[src/rtl/stat_pkg.sv]
package stat_pkg;
  localparam int unsigned REG_W = 16;
  typedef enum logic [1:0] {SEQ_IDLE, SEQ_HAVE1, SEQ_HAVE2, SEQ_BROKEN} seq_e;
endpackage

[src/rtl/sat_counter.sv]
module sat_counter #(
  parameter int unsigned W = 16
) (
  input  logic         clk_i,
  input  logic         rst_ni,
  input  logic         inc_i,
  input  logic         ld_i,
  input  logic [W-1:0] ld_val_i,
  output logic [W-1:0] cnt_o
);
  localparam logic [W-1:0] MAX = {W{1'b1}};
  logic [W-1:0] cnt_q;

  always_ff @(posedge clk_i or negedge rst_ni) begin
    if (!rst_ni) cnt_q <= '0;
    else if (ld_i) cnt_q <= ld_val_i;
    else if (inc_i && cnt_q != MAX) cnt_q <= cnt_q + 1'b1;
  end

  assign cnt_o = cnt_q;

  AST_NO_WRAP: assert property (@(posedge clk_i) disable iff (!rst_ni)
    (cnt_q == MAX && !ld_i) |=> cnt_q == MAX);
endmodule

[src/rtl/stat_seq_fsm.sv]
module stat_seq_fsm
  import stat_pkg::*;
(
  input  logic       clk_i,
  input  logic       rst_ni,
  input  logic       rd_i,
  input  logic [1:0] sel_i,
  output logic       clr_o
);
  seq_e st_q, st_d;

  always_comb begin
    st_d  = st_q;
    clr_o = 1'b0;
    if (rd_i) begin
      unique case (sel_i)
        2'd0: st_d = (st_q == SEQ_IDLE) ? SEQ_HAVE1 : SEQ_BROKEN;
        2'd1: begin
          if (st_q == SEQ_HAVE1) st_d = SEQ_HAVE2;
          else if (st_q != SEQ_IDLE) st_d = SEQ_BROKEN;
        end
        2'd2: begin
          clr_o = (st_q == SEQ_HAVE2);
          st_d  = SEQ_IDLE;
        end
        default: st_d = st_q;
      endcase
    end
  end

  always_ff @(posedge clk_i or negedge rst_ni) begin
    if (!rst_ni) st_q <= SEQ_IDLE;
    else st_q <= st_d;
  end

  AST_BROKEN_NO_CLR: assert property (@(posedge clk_i) disable iff (!rst_ni)
    (st_q == SEQ_BROKEN) |-> !clr_o);
endmodule

[src/rtl/stat_group.sv]
module stat_group #(
  parameter int unsigned PKT_W = 32,
  parameter int unsigned ERR_W = 16
) (
  input  logic             clk_i,
  input  logic             rst_ni,
  input  logic             pkt_ev_i,
  input  logic             err_ev_i,
  input  logic             rd_i,
  input  logic [1:0]       sel_i,
  output logic [PKT_W-1:0] pkt_o,
  output logic [ERR_W-1:0] err_o
);
  logic frz_q, first_rd, clr, frz_act;
  logic [PKT_W-1:0] sh_pkt, pkt_ld;
  logic [ERR_W-1:0] sh_err, err_ld;

  assign first_rd = rd_i && (sel_i == 2'd0);
  assign frz_act  = frz_q | first_rd;

  stat_seq_fsm u_seq (
    .clk_i (clk_i),
    .rst_ni(rst_ni),
    .rd_i  (rd_i),
    .sel_i (sel_i),
    .clr_o (clr)
  );

  always_ff @(posedge clk_i or negedge rst_ni) begin
    if (!rst_ni) frz_q <= 1'b0;
    else if (clr) frz_q <= 1'b0;
    else if (first_rd) frz_q <= 1'b1;
  end

  // Clear loads shadow plus the event of the clear cycle.
  assign pkt_ld = (pkt_ev_i && sh_pkt != {PKT_W{1'b1}}) ? sh_pkt + 1'b1 : sh_pkt;
  assign err_ld = (err_ev_i && sh_err != {ERR_W{1'b1}}) ? sh_err + 1'b1 : sh_err;

  sat_counter #(.W(PKT_W)) u_sh_pkt (
    .clk_i(clk_i), .rst_ni(rst_ni),
    .inc_i(pkt_ev_i & frz_act & ~clr), .ld_i(clr), .ld_val_i('0), .cnt_o(sh_pkt));
  sat_counter #(.W(ERR_W)) u_sh_err (
    .clk_i(clk_i), .rst_ni(rst_ni),
    .inc_i(err_ev_i & frz_act & ~clr), .ld_i(clr), .ld_val_i('0), .cnt_o(sh_err));
  sat_counter #(.W(PKT_W)) u_pkt (
    .clk_i(clk_i), .rst_ni(rst_ni),
    .inc_i(pkt_ev_i & ~frz_act), .ld_i(clr), .ld_val_i(pkt_ld), .cnt_o(pkt_o));
  sat_counter #(.W(ERR_W)) u_err (
    .clk_i(clk_i), .rst_ni(rst_ni),
    .inc_i(err_ev_i & ~frz_act), .ld_i(clr), .ld_val_i(err_ld), .cnt_o(err_o));

  AST_FIRST_FREEZES: assert property (@(posedge clk_i) disable iff (!rst_ni)
    first_rd |=> frz_q);
  AST_FREEZE_HOLD: assert property (@(posedge clk_i) disable iff (!rst_ni)
    (frz_q && !clr) |=> (pkt_o == $past(pkt_o) && err_o == $past(err_o)));
  AST_CLR_ONLY_FROZEN: assert property (@(posedge clk_i) disable iff (!rst_ni)
    clr |-> frz_q);
  AST_CLR_UNFREEZES: assert property (@(posedge clk_i) disable iff (!rst_ni)
    clr |=> !frz_q);
endmodule

[src/rtl/pkt_stat_unit.sv]
module pkt_stat_unit
  import stat_pkg::*;
#(
  parameter int unsigned PKT_W  = 32,
  parameter int unsigned ERR_W  = 16,
  parameter int unsigned ADDR_W = 3
) (
  input  logic              clk_i,
  input  logic              rst_ni,
  input  logic              tx_pkt_i,
  input  logic              tx_err_i,
  input  logic              rx_pkt_i,
  input  logic              rx_err_i,
  input  logic              rd_en_i,
  input  logic [ADDR_W-1:0] rd_addr_i,
  output logic [REG_W-1:0]  rd_data_o
);
  localparam int unsigned NGRP  = 2;
  localparam int unsigned NREG  = 3;
  localparam int unsigned HI_W  = PKT_W - REG_W;

  logic [NGRP-1:0]  pkt_ev, err_ev, grp_hit;
  logic [1:0]       grp_sel [NGRP];
  logic [PKT_W-1:0] pkt_c   [NGRP];
  logic [ERR_W-1:0] err_c   [NGRP];

  assign pkt_ev = {rx_pkt_i, tx_pkt_i};
  assign err_ev = {rx_err_i, tx_err_i};

  for (genvar g = 0; g < NGRP; g++) begin : g_grp
    logic [NREG-1:0] reg_hit;
    for (genvar k = 0; k < NREG; k++) begin : g_reg
      assign reg_hit[k] = rd_en_i && (rd_addr_i == ADDR_W'(g * NREG + 1 + k));
    end
    assign grp_hit[g] = |reg_hit;
    assign grp_sel[g] = reg_hit[2] ? 2'd2 : (reg_hit[1] ? 2'd1 : 2'd0);

    stat_group #(.PKT_W(PKT_W), .ERR_W(ERR_W)) u_grp (
      .clk_i   (clk_i),
      .rst_ni  (rst_ni),
      .pkt_ev_i(pkt_ev[g]),
      .err_ev_i(err_ev[g]),
      .rd_i    (grp_hit[g]),
      .sel_i   (grp_sel[g]),
      .pkt_o   (pkt_c[g]),
      .err_o   (err_c[g])
    );
  end

  always_comb begin
    rd_data_o = '0;
    for (int g = 0; g < NGRP; g++) begin
      if (grp_hit[g]) begin
        unique case (grp_sel[g])
          2'd0:    rd_data_o = pkt_c[g][REG_W-1:0];
          2'd1:    rd_data_o = REG_W'(pkt_c[g][PKT_W-1:REG_W]);
          default: rd_data_o = REG_W'(err_c[g]);
        endcase
      end
    end
  end

  AST_ONE_GROUP: assert property (@(posedge clk_i) disable iff (!rst_ni)
    $onehot0(grp_hit));
  AST_HI_FIELD: assert property (@(posedge clk_i) disable iff (!rst_ni)
    (HI_W <= REG_W));
endmodule

[config.mk]
export PLATFORM = sky130hd
export DESIGN_NAME = pkt_stat_unit
export DESIGN_NICKNAME = d
export VERILOG_FILES = /design/src/rtl/stat_pkg.sv /design/src/rtl/sat_counter.sv /design/src/rtl/stat_seq_fsm.sv /design/src/rtl/stat_group.sv /design/src/rtl/pkt_stat_unit.sv
export SDC_FILE = /design/constraint.sdc
export NUM_CORES = 1
export LEC_CHECK = 0
export BUFFER_PORTS_ARGS = -buffer_cell sky130_fd_sc_hd__buf_2
export CAP_MARGIN = 5
export CORE_ASPECT_RATIO = 2
export CORE_MARGIN = 2
export CORE_UTILIZATION = 33
export DETAILED_ROUTE_END_ITERATION = 10
export GPL_TIMING_DRIVEN = 0
export PLACE_DENSITY = 0.59
export RECOVER_POWER = 50
export SETUP_SLACK_MARGIN = 0.1
export SYNTH_ARGS = -nofsm -noshare
export SYNTH_HDL_FRONTEND = slang
export SYNTH_HIERARCHICAL = 1
export SYNTH_SLANG_ARGS = --single-unit
[constraint.sdc]
create_clock -name clk_i -period 3.9 [get_ports clk_i]
set_input_delay 0.195 -clock clk_i [delete_from_list [all_inputs] [get_ports clk_i]]
set_output_delay 0.195 -clock clk_i [all_outputs]
set_load 0.01 [all_outputs]
# Word-level counts from Yosys, hierarchy flattened
# Cells that the tools add are included.
dict set report totals {
  register_bits 198
  input_bits 10
  out_inout_bits 16
  word_cells 148
}
dict set report op_classes {
  n_addsub 8
  eq_ne 24
  mux 44
  n_bitwise 18
  n_reduce_logical 42
}
# cell count
set op_table {}
lappend op_table {{$mux 32} 10}
lappend op_table {{$mux 16} 12}
lappend op_table {{$add 32x1->32 const B} 4}
lappend op_table {{$ne 32x32->1 const B} 4}
lappend op_table {{$add 16x1->16 const B} 4}
lappend op_table {{$ne 16x16->1 const B} 4}
lappend op_table {{$pmux 16 s2} 2}
lappend op_table {{$reduce_bool 2->1} 12}
lappend op_table {{$logic_and 1x1->1} 20}
lappend op_table {{$mux 2} 8}
lappend op_table {{$and 1x1->1} 12}
lappend op_table {{$pmux 2 s3} 2}
lappend op_table {{$mux 1} 10}
lappend op_table {{$eq 3x3->1 const B} 3}
lappend op_table {{$eq 2x1->1 const B} 4}
lappend op_table {{$eq 2x2->1 const B} 4}
lappend op_table {{$logic_not 2->1} 4}
lappend op_table {{$eq 3x2->1 const B} 2}
lappend op_table {{$ne 3x3->1 const B} 2}
lappend op_table {{$reduce_and 3->1} 2}
lappend op_table {{$reduce_bool 3->1} 2}
lappend op_table {{$reduce_or 3->1} 2}
lappend op_table {{$not 1->1} 4}
lappend op_table {{$eq 3x1->1 const B} 1}
lappend op_table {{$or 1x1->1} 2}

# Longest topological paths before layout
# Gate-level depths: netlist of the first run.
dict set report depth {
  depth_word 12
  ltp_mapped 16
  ltp_nobuf 14
}

# Hierarchy
# Netlist of the first run, hierarchy kept.
# module instances cells_each area_per_inst_um2 seq_area_each_um2
set modules_own_cells {}
lappend modules_own_cells {{sat_counter at g_grp[0].u_grp.u_pkt ...} 4 243 2122.0 800.8}
lappend modules_own_cells {{sat_counter at g_grp[0].u_grp.u_err ...} 4 125 1036.0 400.4}
lappend modules_own_cells {stat_group 2 173 1226.2 25.0}
lappend modules_own_cells {pkt_stat_unit 1 106 918.4 0.0}
lappend modules_own_cells {stat_seq_fsm 2 20 173.9 50.0}

# Worst setup path before layout of the first run
# OpenSTA, ideal clock, no wires.
dict set report synth_path {
  path_kind {input-to-reg}
  from {input rd_addr_i[1]}
  to {register g_grp[1].u_grp.u_sh_pkt.cnt_q[28]}
  setup_time_ns 0.125
  arrival_ns 3.179
  setup_slack_ns 0.596
  stages 16
  cell_sequence {buf_2 nor2_2 buf_2 and2_1 inv_1 ha_1 inv_1 nor3_1 nor2_1 and2_1 inv_1 or4_1 buf_6 a2111oi_4 xor2_1 mux2_2}
}
# element line
set synth_lines {}
lappend synth_lines {{start: declaration} pkt_stat_unit.sv:15} ;# input logic [ADDR_W-1:0] rd_addr_i,
lappend synth_lines {{end signal: assignment} sat_counter.sv:16} ;# else if (ld_i) cnt_q <= ld_val_i;
lappend synth_lines {{end signal: assignment} sat_counter.sv:17} ;# else if (inc_i && cnt_q != MAX) cnt_q <= cnt_q + 1'b1;
lappend synth_lines {{end: declaration} sat_counter.sv:12} ;# logic [W-1:0] cnt_q;

# Worst setup path in the final report of the first run
dict set report layout_path {
  from {input rd_addr_i[1]}
  to {register g_grp[0].u_grp.u_pkt.cnt_q[7]}
}
dict set report layout_via {
  word_cells_on_any_way 20
  cone_classes {4 x eq/ne; 5 x mux; 3 x bitwise; 8 x reduce/logical}
}
# element line
set layout_lines {}
lappend layout_lines {{$eq 3x2->1 (*)} pkt_stat_unit.sv:33} ;# assign reg_hit[k] = rd_en_i && (rd_addr_i == ADDR_W'(g * NREG + 1 + k));
lappend layout_lines {{$logic_and 1x1->1 (*)} pkt_stat_unit.sv:33}
lappend layout_lines {{via g_grp[0].reg_hit[2]} pkt_stat_unit.sv:31} ;# logic [NREG-1:0] reg_hit;
lappend layout_lines {{$mux 2} pkt_stat_unit.sv:36} ;# assign grp_sel[g] = reg_hit[2] ? 2'd2 : (reg_hit[1] ? 2'd1 : 2'd0);
lappend layout_lines {{$logic_not 2->1} stat_group.sv:18} ;# assign first_rd = rd_i && (sel_i == 2'd0);
lappend layout_lines {{$logic_and 1x1->1} stat_group.sv:18}
lappend layout_lines {{$or 1x1->1} stat_group.sv:19} ;# assign frz_act = frz_q | first_rd;
lappend layout_lines {{$not 1->1} stat_group.sv:47} ;# .inc_i(pkt_ev_i & ~frz_act), .ld_i(clr), .ld_val_i(pkt_ld), .cnt_o(pkt_o));
lappend layout_lines {{$and 1x1->1} stat_group.sv:47}
lappend layout_lines {{$logic_and 1x1->1} sat_counter.sv:17}
lappend layout_lines {{$reduce_bool 2->1 (no source line)} n/a}
lappend layout_lines {{end signal: assignment} sat_counter.sv:16}
lappend layout_lines {{end signal: assignment} sat_counter.sv:17}
lappend layout_lines {{end: declaration} sat_counter.sv:12}
# Mark *: on every way through the listed nets, which the timed path passes. The rest lies on a longest branch.
# A chain may end at the register's enable or synchronous reset.

==> results.json, run 1 <==
{
  "status": "complete, but fails checks",
  "violations": "max-capacitance violations, max-slew violations",
  "synth_area_um2": 16400,
  "cts_made_buffers": 17,
  "place_congestion": 1.06,
  "maxSlewHeadroom": -0.644,
  "min_path_type": "input port to flop",
  "drt-initial-drc-count": 1256,
  "dp_slack_ns": -0.759,
  "ys_ff_latch": 198,
  "ys_types": 70,
  "synth_edf_count": 0,
  "die_w_um": 161,
  "synthArstFlopShare": 1.00,
  "slew_violations": 90,
  "cts_buffer_depth": 2,
  "viasPerCell": 5.83,
  "design_area_um2": 18300,
  "synth_seq_area_share": 0.303,
  "r2r-end": "g_grp[1].u_grp/u_pkt/cnt_o[7]",
  "area_growth_pct": 11.9,
  "path_depth": 12,
  "netlist.area_leader.share": 0.303,
  "required_ns": 4.30,
  "crit_path_end_kind": "flop",
  "fin_crit_sh": 0.939,
  "row_count": 115,
  "min_from": "rx_err_i",
  "synth-main-ff-cell": "dfrtp_1",
  "slowest_stage": "or4b_2",
  "grt_start_max_net_pins": 111,
  "cp-start-kind": "input port",
  "layout-drive-gt1-share": 0.0955,
  "clk_latency_ns": 0.47,
  "hold_violations": 0,
  "core_area_um2": 49100,
  "max_freq_ghz": 0.273,
  "synth.top_cells.by_count": "248 x nand2_1, 198 x dfrtp_1, 148 x nor2_1",
  "ant_nets": 0,
  "fin_util": 0.373,
  "via_count": 16073,
  "grt_usage": 0.219,
  "worst_hold_slack_ns": 0.278,
  "io_pins": 26,
  "path_cells": "buf_2 -> clkbuf_1 -> nand2_1 -> nor2_1 -> nor2_1 -> a21oi_1 -> and2_1 -> clkbuf_1 -> nand4_1 -> a31oi_2 -> or4b_2 -> nand3_1",
  "synth_top_cell_by_area": "dfrtp_1",
  "antenna_found_initial": 0,
  "irDropWorstVdd_uv": 307,
  "tightest_slew_ns": 2.47,
  "routedWlPerCell_um": 20.7,
  "ff2ff_path_depth": 7,
  "path_max_fanout": 10,
  "setup_ws_ns": 0.238,
  "syn_inst": 1964,
  "overflow": 0,
  "root_buffer": "clkbuf_16",
  "cts_sinks": 198,
  "wirelength_um": 57100,
  "critPathBufInv": 3,
  "hold_depth": 5,
  "fin_nets": 2133,
  "clkTransAtPathRegs_ns": 0.08,
  "synth_warnings": 6,
  "post-cts-setup-buffers": 0,
  "critPathArrivalTime_ns": 4.06,
  "fp.dieH_um": 319,
  "cts_tree": "yes",
  "critical_path.max_stage_delay_ns": 0.62,
  "grt_pass1_wl_um": 88500,
  "r2r_slack_ns": 0.75,
  "p_leak_nw": 7.00,
  "min_to": "g_grp[1].u_grp/u_err/cnt_o[0]",
  "die_area_um2": 51500,
  "syn_avg_cell_area_um2": 8.33,
  "drc": 0,
  "drv_cap": 1,
  "power_density_nw_per_um2": 336,
  "rr_startpoint": "g_grp[1].u_grp/frz_q",
  "first_pass_iters": 6,
  "io_buffers": 23,
  "cp_top_family": "simple AND/OR/NAND/NOR gates",
  "totalPowerFinal_w": 0.00615,
  "fillers": 5012,
  "grt_pass1_vias": 16027,
  "setup.worst_path.class": "input port to flop",
  "hpwlAfterDp_um": 43100,
  "yosysMostFrequentCell": "nand2_1",
  "cts_max_level": 4,
  "synth_area_leaders": "dfrtp_1 30%, xnor2_1 5.9%, nand2_1 5.7%, nand4_1 5.1%, nand3_1 3.7%",
  "initial_core_util": 0.333,
  "post_dp_cell_area_um2": 17700,
  "fin_crit_ns": 3.66,
  "n_antenna_cell": 0,
  "rsz0062_at_grt": "false",
  "finalSetupViolCount": 0,
  "finClkSkew_ns": 0.0169
}
==> flip-flops by register name, indices dropped and copies added, names as in the netlist <==
signal,count
g_grp.u_grp/frz_q,2
g_grp.u_grp/u_err/cnt_o,32
g_grp.u_grp/u_pkt/cnt_o,64
g_grp.u_grp/u_seq/st_q,4
g_grp.u_grp/u_sh_err/cnt_o,32
g_grp.u_grp/u_sh_pkt/cnt_o,64
==> cells in the final DEF, fill, tap and decap left out, types with 14 or more instances in the layout <==
cell type | netlist | layout
nand3_1 | 122 | 122
nor2_1 | 148 | 145
or4_1 | 40 | 40
ha_1 | 20 | 20
nor3_1 | 36 | 34
buf_2 | 25 | 42
or3_1 | 24 | 24
dfrtp_1 | 198 | 198
mux2i_1 | 22 | 22
nor4_1 | 16 | 16
xnor2_1 | 110 | 110
inv_1 | 58 | 58
and4_1 | 42 | 42
buf_6 | 12 | 15
xor2_1 | 38 | 38
o211ai_1 | 18 | 18
and2_1 | 33 | 32
a211oi_1 | 32 | 32
conb_1 | 2 | 96
o21ai_0 | 48 | 48
clkbuf_16 | 0 | 17
a21oi_1 | 53 | 53
nand4_1 | 134 | 134
a31oi_1 | 62 | 62
and3_1 | 48 | 48
nand2_1 | 248 | 248
a221o_1 | 16 | 16
a311o_1 | 24 | 24
o31ai_1 | 46 | 46
nor2b_1 | 20 | 20
clkbuf_1 | 47 | 49
mux2_4 | 14 | 14
==> layer usage <==
metal  up-vias  share of wire  global-route usage  wire (µm)
met5         -              0                   0          0
met3       218          0.035              0.0328       1990
met2       517           0.55               0.420      31100
li1       7633              -                   -          -
met1      7705           0.34               0.203      19400
met4         0          0.080               0.170       4580
==> report_power, final <==
group	switching [W]	internal [W]
combinational	0.000671	0.000587
clock	0.000942	0.000983
sequential	0.000665	0.00230
total	0.00228	0.00387
==> worst max-delay path by stage <==
stage | start | end | slack [ns]
CTS | rd_addr_i[2] | g_grp[0].u_grp/u_sh_pkt/cnt_o[28] | 0.13
global route | rd_addr_i[1] | g_grp[0].u_grp/u_pkt/cnt_o[11] | 0.07
global placement | rd_addr_i[2] | g_grp[1].u_grp/u_sh_pkt/cnt_o[5] | -2.18
floorplan | rd_addr_i[1] | g_grp[1].u_grp/u_sh_pkt/cnt_o[28] | 0.60
detailed placement | rd_en_i | g_grp[1].u_grp/u_sh_pkt/cnt_o[7] | -0.76
finish | rd_addr_i[1] | g_grp[0].u_grp/u_pkt/cnt_o[7] | 0.24
==> timing repair <==
item,CTS,global route
hold buffers,1,0
pin swaps,0,0
resized for setup,5,5
endpoints found under the setup margin,15,21
endpoints found under the hold margin,88,0
cloned,0,0
==> logic make-up after synthesis <==
family / after synthesis / synth area share
adders and majority gates: 20 / 0.0153
and+or+nand+nor: 987 / 0.332
xor gates and xnor gates: 148 / 0.0793
muxes: 50 / 0.0360
AOI/OAI and AO/OA: 397 / 0.186
other: 2 / 0.000459
DFF: 198 / 0.303
buffers and inverters: 162 / 0.0474
==> area by class of cell <==
type	instances	area [µm²]	share of cell area
multi-input cells	1698	11000	0.602
flip-flops and latches	198	4950	0.271
well taps	643	805	0.0440
plain buffers	95	524	0.0286
clock buffers	18	439	0.0240
inverters	66	248	0.0135
clock inverters	13	161	0.00882
repair buffers	27	154	0.00841
==> stage by stage <==
stage | setup TNS [ns] | std cells
after global placement | -515.53 | 2724
after CTS | 0 | 2759
final | 0 | 2758
after global routing | 0 | 2758
after floorplan | 0 | 2058
after detailed placement | -18.87 | 2727
==> worst reg2reg max path: stages (launching register included) <==
cell and delay (ns):
dfrtp_1 0.37, a21oi_1 0.65, and2_1 0.25, clkbuf_1 0.46
nand4_1 0.21, a31oi_2 0.44, or4b_2 0.62, nand3_1 0.10
(Power assumes the default switching activity.)
==> run 2: changes to the inputs <==
--- a/config.mk
+++ b/config.mk
@@ -12,7 +12,6 @@
 export CORE_UTILIZATION = 33
 export DETAILED_ROUTE_END_ITERATION = 10
 export GPL_TIMING_DRIVEN = 0
-export PLACE_DENSITY = 0.59
 export RECOVER_POWER = 50
 export SETUP_SLACK_MARGIN = 0.1
 export SYNTH_ARGS = -nofsm -noshare
==> results.json, run 2 (same netlist as run 1, synthesis figures left out) <==
{
  "status": "complete, but fails checks",
  "violations": "max-capacitance violations, max-slew violations",
  "place_congestion": 1.08,
  "use_met1": 0.197,
  "area_growth_pct": 12.1,
  "io_buffers": 23,
  "grt_use_met2": 0.401,
  "post_dp_cell_area_um2": 17700,
  "viasPerCell": 5.84,
  "rr_startpoint": "g_grp[0].u_grp/u_seq/st_q[1]",
  "multi_input_area_um2": 11000,
  "die_w_um": 161,
  "critPathArrivalTime_ns": 4.04,
  "antenna_found_initial": 0,
  "grtUsageMet3": 0.0350,
  "hpwlAfterDp_um": 42500,
  "root_buffer": "clkbuf_16",
  "instances_no_fill": 2759,
  "wirelength_um": 55300,
  "internal_power_w": 0.00385,
  "layout-drive-gt1-share": 0.0950,
  "grt_usage": 0.216,
  "cts_buffer_depth": 2,
  "netSwitchingPower_w": 0.00218,
  "rsz0062_at_grt": "true",
  "min_path_type": "input port to flop",
  "overflow": 0,
  "setup.worst_path.class": "input port to flop",
  "grt_pass1_wl_um": 87200,
  "first_pass_iters": 5,
  "design_area_um2": 18300,
  "die_area_um2": 51500,
  "p_leak_nw": 7.00,
  "hold_violations": 0,
  "dp_cells": 2728,
  "fillers": 5034,
  "drv_cap": 1,
  "initial_core_util": 0.333,
  "finalSetupViolCount": 0,
  "slew_violations": 51,
  "fin_crit_ns": 3.69,
  "routedWlPerCell_um": 20.1,
  "core_area_um2": 49100,
  "grt_start_max_net_pins": 91,
  "power_frac_seq": 0.490,
  "clkTransAtPathRegs_ns": 0.07,
  "cts_max_level": 4,
  "n_antenna_cell": 0,
  "grt_pass1_vias": 15980,
  "io_pins": 26,
  "irDropWorstVdd_uv": 333,
  "path_max_fanout": 10,
  "post-cts-setup-buffers": 0,
  "ant_nets": 0,
  "max_freq_ghz": 0.271,
  "cp-start-kind": "input port",
  "combinationalPowerShare": 0.207,
  "most-common-layout-cells": "248 x nand2_1, 198 x dfrtp_1, 145 x nor2_1, 134 x nand4_1, 122 x nand3_1",
  "area.sequential_um2": 4950,
  "required_ns": 4.25,
  "cts_tree": "yes",
  "pwr-share-clk": 0.303,
  "finClkSkew_ns": 0.0141,
  "fp.dieH_um": 319,
  "cts_sinks": 198,
  "sw_frac_of_total": 0.361,
  "crit_path_end_kind": "flop",
  "tightest_slew_ns": 2.81,
  "top_usage_layer": "met2",
  "ff2ff_path_depth": 11,
  "power_density_nw_per_um2": 329,
  "cts_made_buffers": 17,
  "critPathLaunch": "rd_addr_i[2]",
  "fin_nets": 2135,
  "via_count": 16110,
  "fin_crit_sh": 0.947,
  "drc": 0,
  "cp-endpoint": "g_grp[1].u_grp/u_sh_pkt/cnt_o[28]",
  "r2r_slack_ns": 0.83,
  "maxSlewHeadroom": -0.874,
  "row_count": 115,
  "drt-initial-drc-count": 1165,
  "r2r-end": "g_grp[0].u_grp/u_sh_pkt/cnt_o[28]",
  "clk_latency_ns": 0.47,
  "layout_commonest_cell": "nand2_1"
}
## run 2: changes by cell type in the layout (fill, tap and decap cells not counted), sizes merged
cell | before | now
inv | 64 | 61
buf | 65 | 70
clkdlybuf4s25 | 0 | 1
clkbuf | 74 | 72
## run 2: area by class of cell
| cell class | instances | area share |
|---|---|---|
| buffer | 96 | 0.0289 |
| clock buffer | 20 | 0.0244 |
| clock inverter | 10 | 0.00676 |
| inverter | 66 | 0.0135 |
| multi-input combinational | 1698 | 0.601 |
| sequential | 198 | 0.270 |
| tap | 643 | 0.0439 |
| timing repair buffer | 28 | 0.0113 |
## run 2: timing repair
action | 4_1_cts | 5_1_grt
endpoints found under the hold margin | 50 | 0
resized for setup | 4 | 6
hold buffers | 1 | 0
endpoints found under the setup margin | 17 | 16
## run 2: how the worst min path moves through the flow
stage                                        end  slack [ns]  cells past startpoint                         start
6_report           g_grp[1].u_grp/u_err/cnt_o[0]        0.28                      5                      rx_err_i
5_1_grt            g_grp[1].u_grp/u_err/cnt_o[0]        0.31                      5                      rx_err_i
4_1_cts         g_grp[1].u_grp/u_sh_pkt/cnt_o[5]        0.24                      2                        rst_ni
3_5_place_dp   g_grp[1].u_grp/u_sh_pkt/cnt_o[10]        0.15                      1                        rst_ni
3_3_place_gp        g_grp[1].u_grp/u_seq/st_q[1]        0.57                      2  g_grp[1].u_grp/u_seq/st_q[1]
2_1_floorplan               g_grp[0].u_grp/frz_q       -0.10                      0                        rst_ni
## run 2: per-stage QoR
stage / total power (W) / TNS, ns / hold WS (ns) / utilization / setup WS, ns
after floorplan: 0.00368 / 0 / -0.101 / - / 0.596
after detailed placement: 0.00420 / -19.99 / 0.150 / 0.361 / -0.761
final: 0.00603 / 0 / 0.280 / 0.373 / 0.206
after CTS: 0.00607 / 0 / 0.238 / 0.373 / 0.125
after global placement: 0.00417 / -504.17 / 0.566 / 0.359 / -2.06
after global routing: 0.00639 / 0 / 0.311 / 0.373 / 0.0634
## run 2: power by group through the flow
| stage | Sequential, W | Clock [W] | Combinational (W) |
|---|---|---|---|
| after floorplan | 0.00274 | 0 | 0.000937 |
| after global placement | 0.00297 | 0 | 0.00120 |
| after detailed placement | 0.00298 | 0 | 0.00123 |
| after CTS | 0.00294 | 0.00189 | 0.00124 |
| after global routing | 0.00301 | 0.00197 | 0.00141 |
| final | 0.00295 | 0.00183 | 0.00125 |
## run 2: worst max-delay path, cell delays in order
cell and delay [ns]:
buf_2 0.09, nand2_1 0.14, nor2_2 0.30, buf_2 0.29, and2_1 0.26, inv_1 0.07
ha_1 0.19, inv_1 0.08, nor3_2 0.12, buf_6 0.20, nor2_4 0.30, and2_1 0.21
inv_1 0.12, or4_1 0.57, buf_6 0.18, a2111oi_4 0.35, xor2_1 0.11, mux2_2 0.27
## run 2: routing by layer
layer | part of all wire | wire, µm | up-vias
met5 | 0 | 0 | -
met4 | 0.10 | 5610 | 0
met3 | 0.036 | 1980 | 239
met2 | 0.53 | 29200 | 532
li1 | - | - | 7641
met1 | 0.34 | 18600 | 7698
==> run 3: changes to the inputs <==
--- a/config.mk
+++ b/config.mk
@@ -13,7 +13,9 @@
 export DETAILED_ROUTE_END_ITERATION = 10
 export GPL_TIMING_DRIVEN = 0
 export RECOVER_POWER = 50
+export REMOVE_ABC_BUFFERS = 1
 export SETUP_SLACK_MARGIN = 0.1
+export SLEW_MARGIN = 20
 export SYNTH_ARGS = -nofsm -noshare
 export SYNTH_HDL_FRONTEND = slang
 export SYNTH_HIERARCHICAL = 1
==> results.json, run 3 (same netlist as run 1, synthesis figures left out) <==
{
  "status": "complete, but fails checks",
  "violations": "max-capacitance violations, max-slew violations",
  "place_congestion": 0.955,
  "max_freq_ghz": 0.276,
  "wirelength_um": 53000,
  "die_area_um2": 51500,
  "drt-met1-wl_um": 18600,
  "grt_start_max_net_pins": 80,
  "most-common-layout-cells": "247 x nand2_1, 198 x dfrtp_1, 148 x nor2_1, 134 x nand4_1, 122 x nand3_1",
  "maxSlewHeadroom": -1.17,
  "finalSetupViolCount": 0,
  "fin_crit_ns": 3.63,
  "io_buffers": 25,
  "ant_nets": 0,
  "overflow": 0,
  "fin_nets": 2071,
  "clk_latency_ns": 0.47,
  "layout-drive-gt1-share": 0.0950,
  "critPathArrivalTime_ns": 3.99,
  "cts_made_buffers": 17,
  "rsz0062_at_grt": "true",
  "irDropWorstVdd_uv": 331,
  "row_count": 115,
  "fp.dieH_um": 319,
  "power_density_nw_per_um2": 358,
  "critical_path.max_stage_delay_ns": 0.68,
  "tns_ns": 0,
  "required_ns": 4.26,
  "p_leak_nw": 6.97,
  "clkTransAtPathRegs_ns": 0.07,
  "met2WireLength_um": 28700,
  "crit_path_end_kind": "flop",
  "worst_path_most_repeated_cell": "inv_1",
  "layout_commonest_cell": "nand2_1",
  "hpwlAfterDp_um": 39800,
  "cts_buffer_depth": 2,
  "area_growth_pct": 11.5,
  "cts_max_level": 4,
  "grt_usage": 0.204,
  "slew_violations": 48,
  "fillers": 5007,
  "drv_cap": 1,
  "grt_pass1_wl_um": 83500,
  "dp_slack_ns": -1.01,
  "path_max_fanout": 53,
  "grt_pass1_vias": 15709,
  "slowest_stage": "or4_4",
  "path_cells": "buf_6 -> nand2b_2 -> nor2_2 -> inv_1 -> ha_1 -> inv_1 -> nor3_2 -> buf_4 -> buf_4 -> nor2_1 -> and2_4 -> inv_1 -> or4_4 -> a2111oi_4 -> xor2_1 -> mux2_2",
  "hold_violations": 0,
  "wl_met3_um": 1680,
  "viasPerCell": 5.89,
  "cp-start-kind": "input port",
  "critPathBufInv": 6,
  "setup.worst_path.class": "input port to flop",
  "n_antenna_cell": 0,
  "setup_ws_ns": 0.273,
  "initial_core_util": 0.333,
  "core_area_um2": 49100,
  "cp_top_family": "simple AND/OR/NAND/NOR gates",
  "die_w_um": 161,
  "finClkSkew_ns": 0.0118,
  "first_pass_iters": 7,
  "drc": 0,
  "root_buffer": "clkbuf_16",
  "via_count": 15870,
  "drt-initial-drc-count": 1204,
  "min_path_type": "input port to flop",
  "routed.top_layer": "met5",
  "fin_crit_sh": 0.930,
  "tightest_slew_ns": 3.26,
  "cts_tree": "yes",
  "io_pins": 26,
  "antenna_found_initial": 2,
  "routedWlPerCell_um": 19.7,
  "cts_sinks": 198
}
-- run 3: layer usage --
metal | track usage | vias up
met4 | 0.148 | 2
met1 | 0.196 | 7699
li1 | - | 7489
met5 | 0 | -
met2 | 0.388 | 479
met3 | 0.0261 | 201
-- run 3: report_power, final --
part | total, W | switching, W | internal [W]
Combinational | 0.00120 | 0.000616 | 0.000579
Clock | 0.00230 | 0.000887 | 0.00142
Sequential | 0.00303 | 0.000728 | 0.00230
Total | 0.00652 | 0.00223 | 0.00429
-- run 3: path summary, 6_finish.rpt --
| kind | endpoint | slack, ns | cells after the start | start |
|---|---|---|---|---|
| max | g_grp[0].u_grp/u_sh_pkt/cnt_o[28] | 0.27 | 16 | rd_addr_i[0] |
| min | g_grp[1].u_grp/u_err/cnt_o[0] | 0.27 | 5 | rx_err_i |
| max reg2reg | g_grp[0].u_grp/u_sh_pkt/cnt_o[28] | 0.64 | 11 | g_grp[0].u_grp/u_seq/st_q[1] |
| min reg2reg | g_grp[1].u_grp/u_seq/st_q[1] | 0.59 | 2 | g_grp[1].u_grp/u_seq/st_q[1] |
| max in group asynchronous | g_grp[0].u_grp/u_pkt/cnt_o[29] | 0.70 | 2 | rst_ni |
| min in group asynchronous | g_grp[0].u_grp/u_sh_pkt/cnt_o[3] | 1.35 | 2 | rst_ni |
-- run 3: final cells by class --
cell class / instances / area [µm²] / share of cell area
clock buffer: 19 / 443 / 0.0243
clock inverter: 12 / 295 / 0.0162
inverter: 66 / 259 / 0.0142
multi-input combinational: 1699 / 11000 / 0.605
sequential: 198 / 4950 / 0.272
tap: 643 / 805 / 0.0441
timing repair buffer: 59 / 450 / 0.0247
-- run 3: repair_timing --
item                                    in CTS  in global routing
hold buffers                                 1                  0
buffers inserted                             0                  1
pin swaps                                    1                  1
gates cloned                                 1                  0
endpoints found under the setup margin      53                 21
endpoints found under the hold margin       47                  0
resized for setup                           14                  4
-- run 3: per-stage QoR --
step | cells | util | power, W | hold WS [ns] | instance area, µm²
after floorplan | 1962 | - | 0.00366 | -0.101 | 16200
final | 2696 | 0.371 | 0.00652 | 0.267 | 18200
after global routing | 2696 | 0.371 | 0.00682 | 0.306 | 18200
after global placement | 2630 | 0.349 | 0.00417 | 0.555 | 17100
after CTS | 2695 | 0.371 | 0.00654 | 0.236 | 18200
after detailed placement | 2662 | 0.355 | 0.00422 | 0.153 | 17400
-- run 3: tightest hold or removal path, stage by stage --
cell	delay, ns
buf_2	0.14
nand2_1	0.10
xnor2_1	0.12
a21oi_1	0.07
nand3_1	0.08
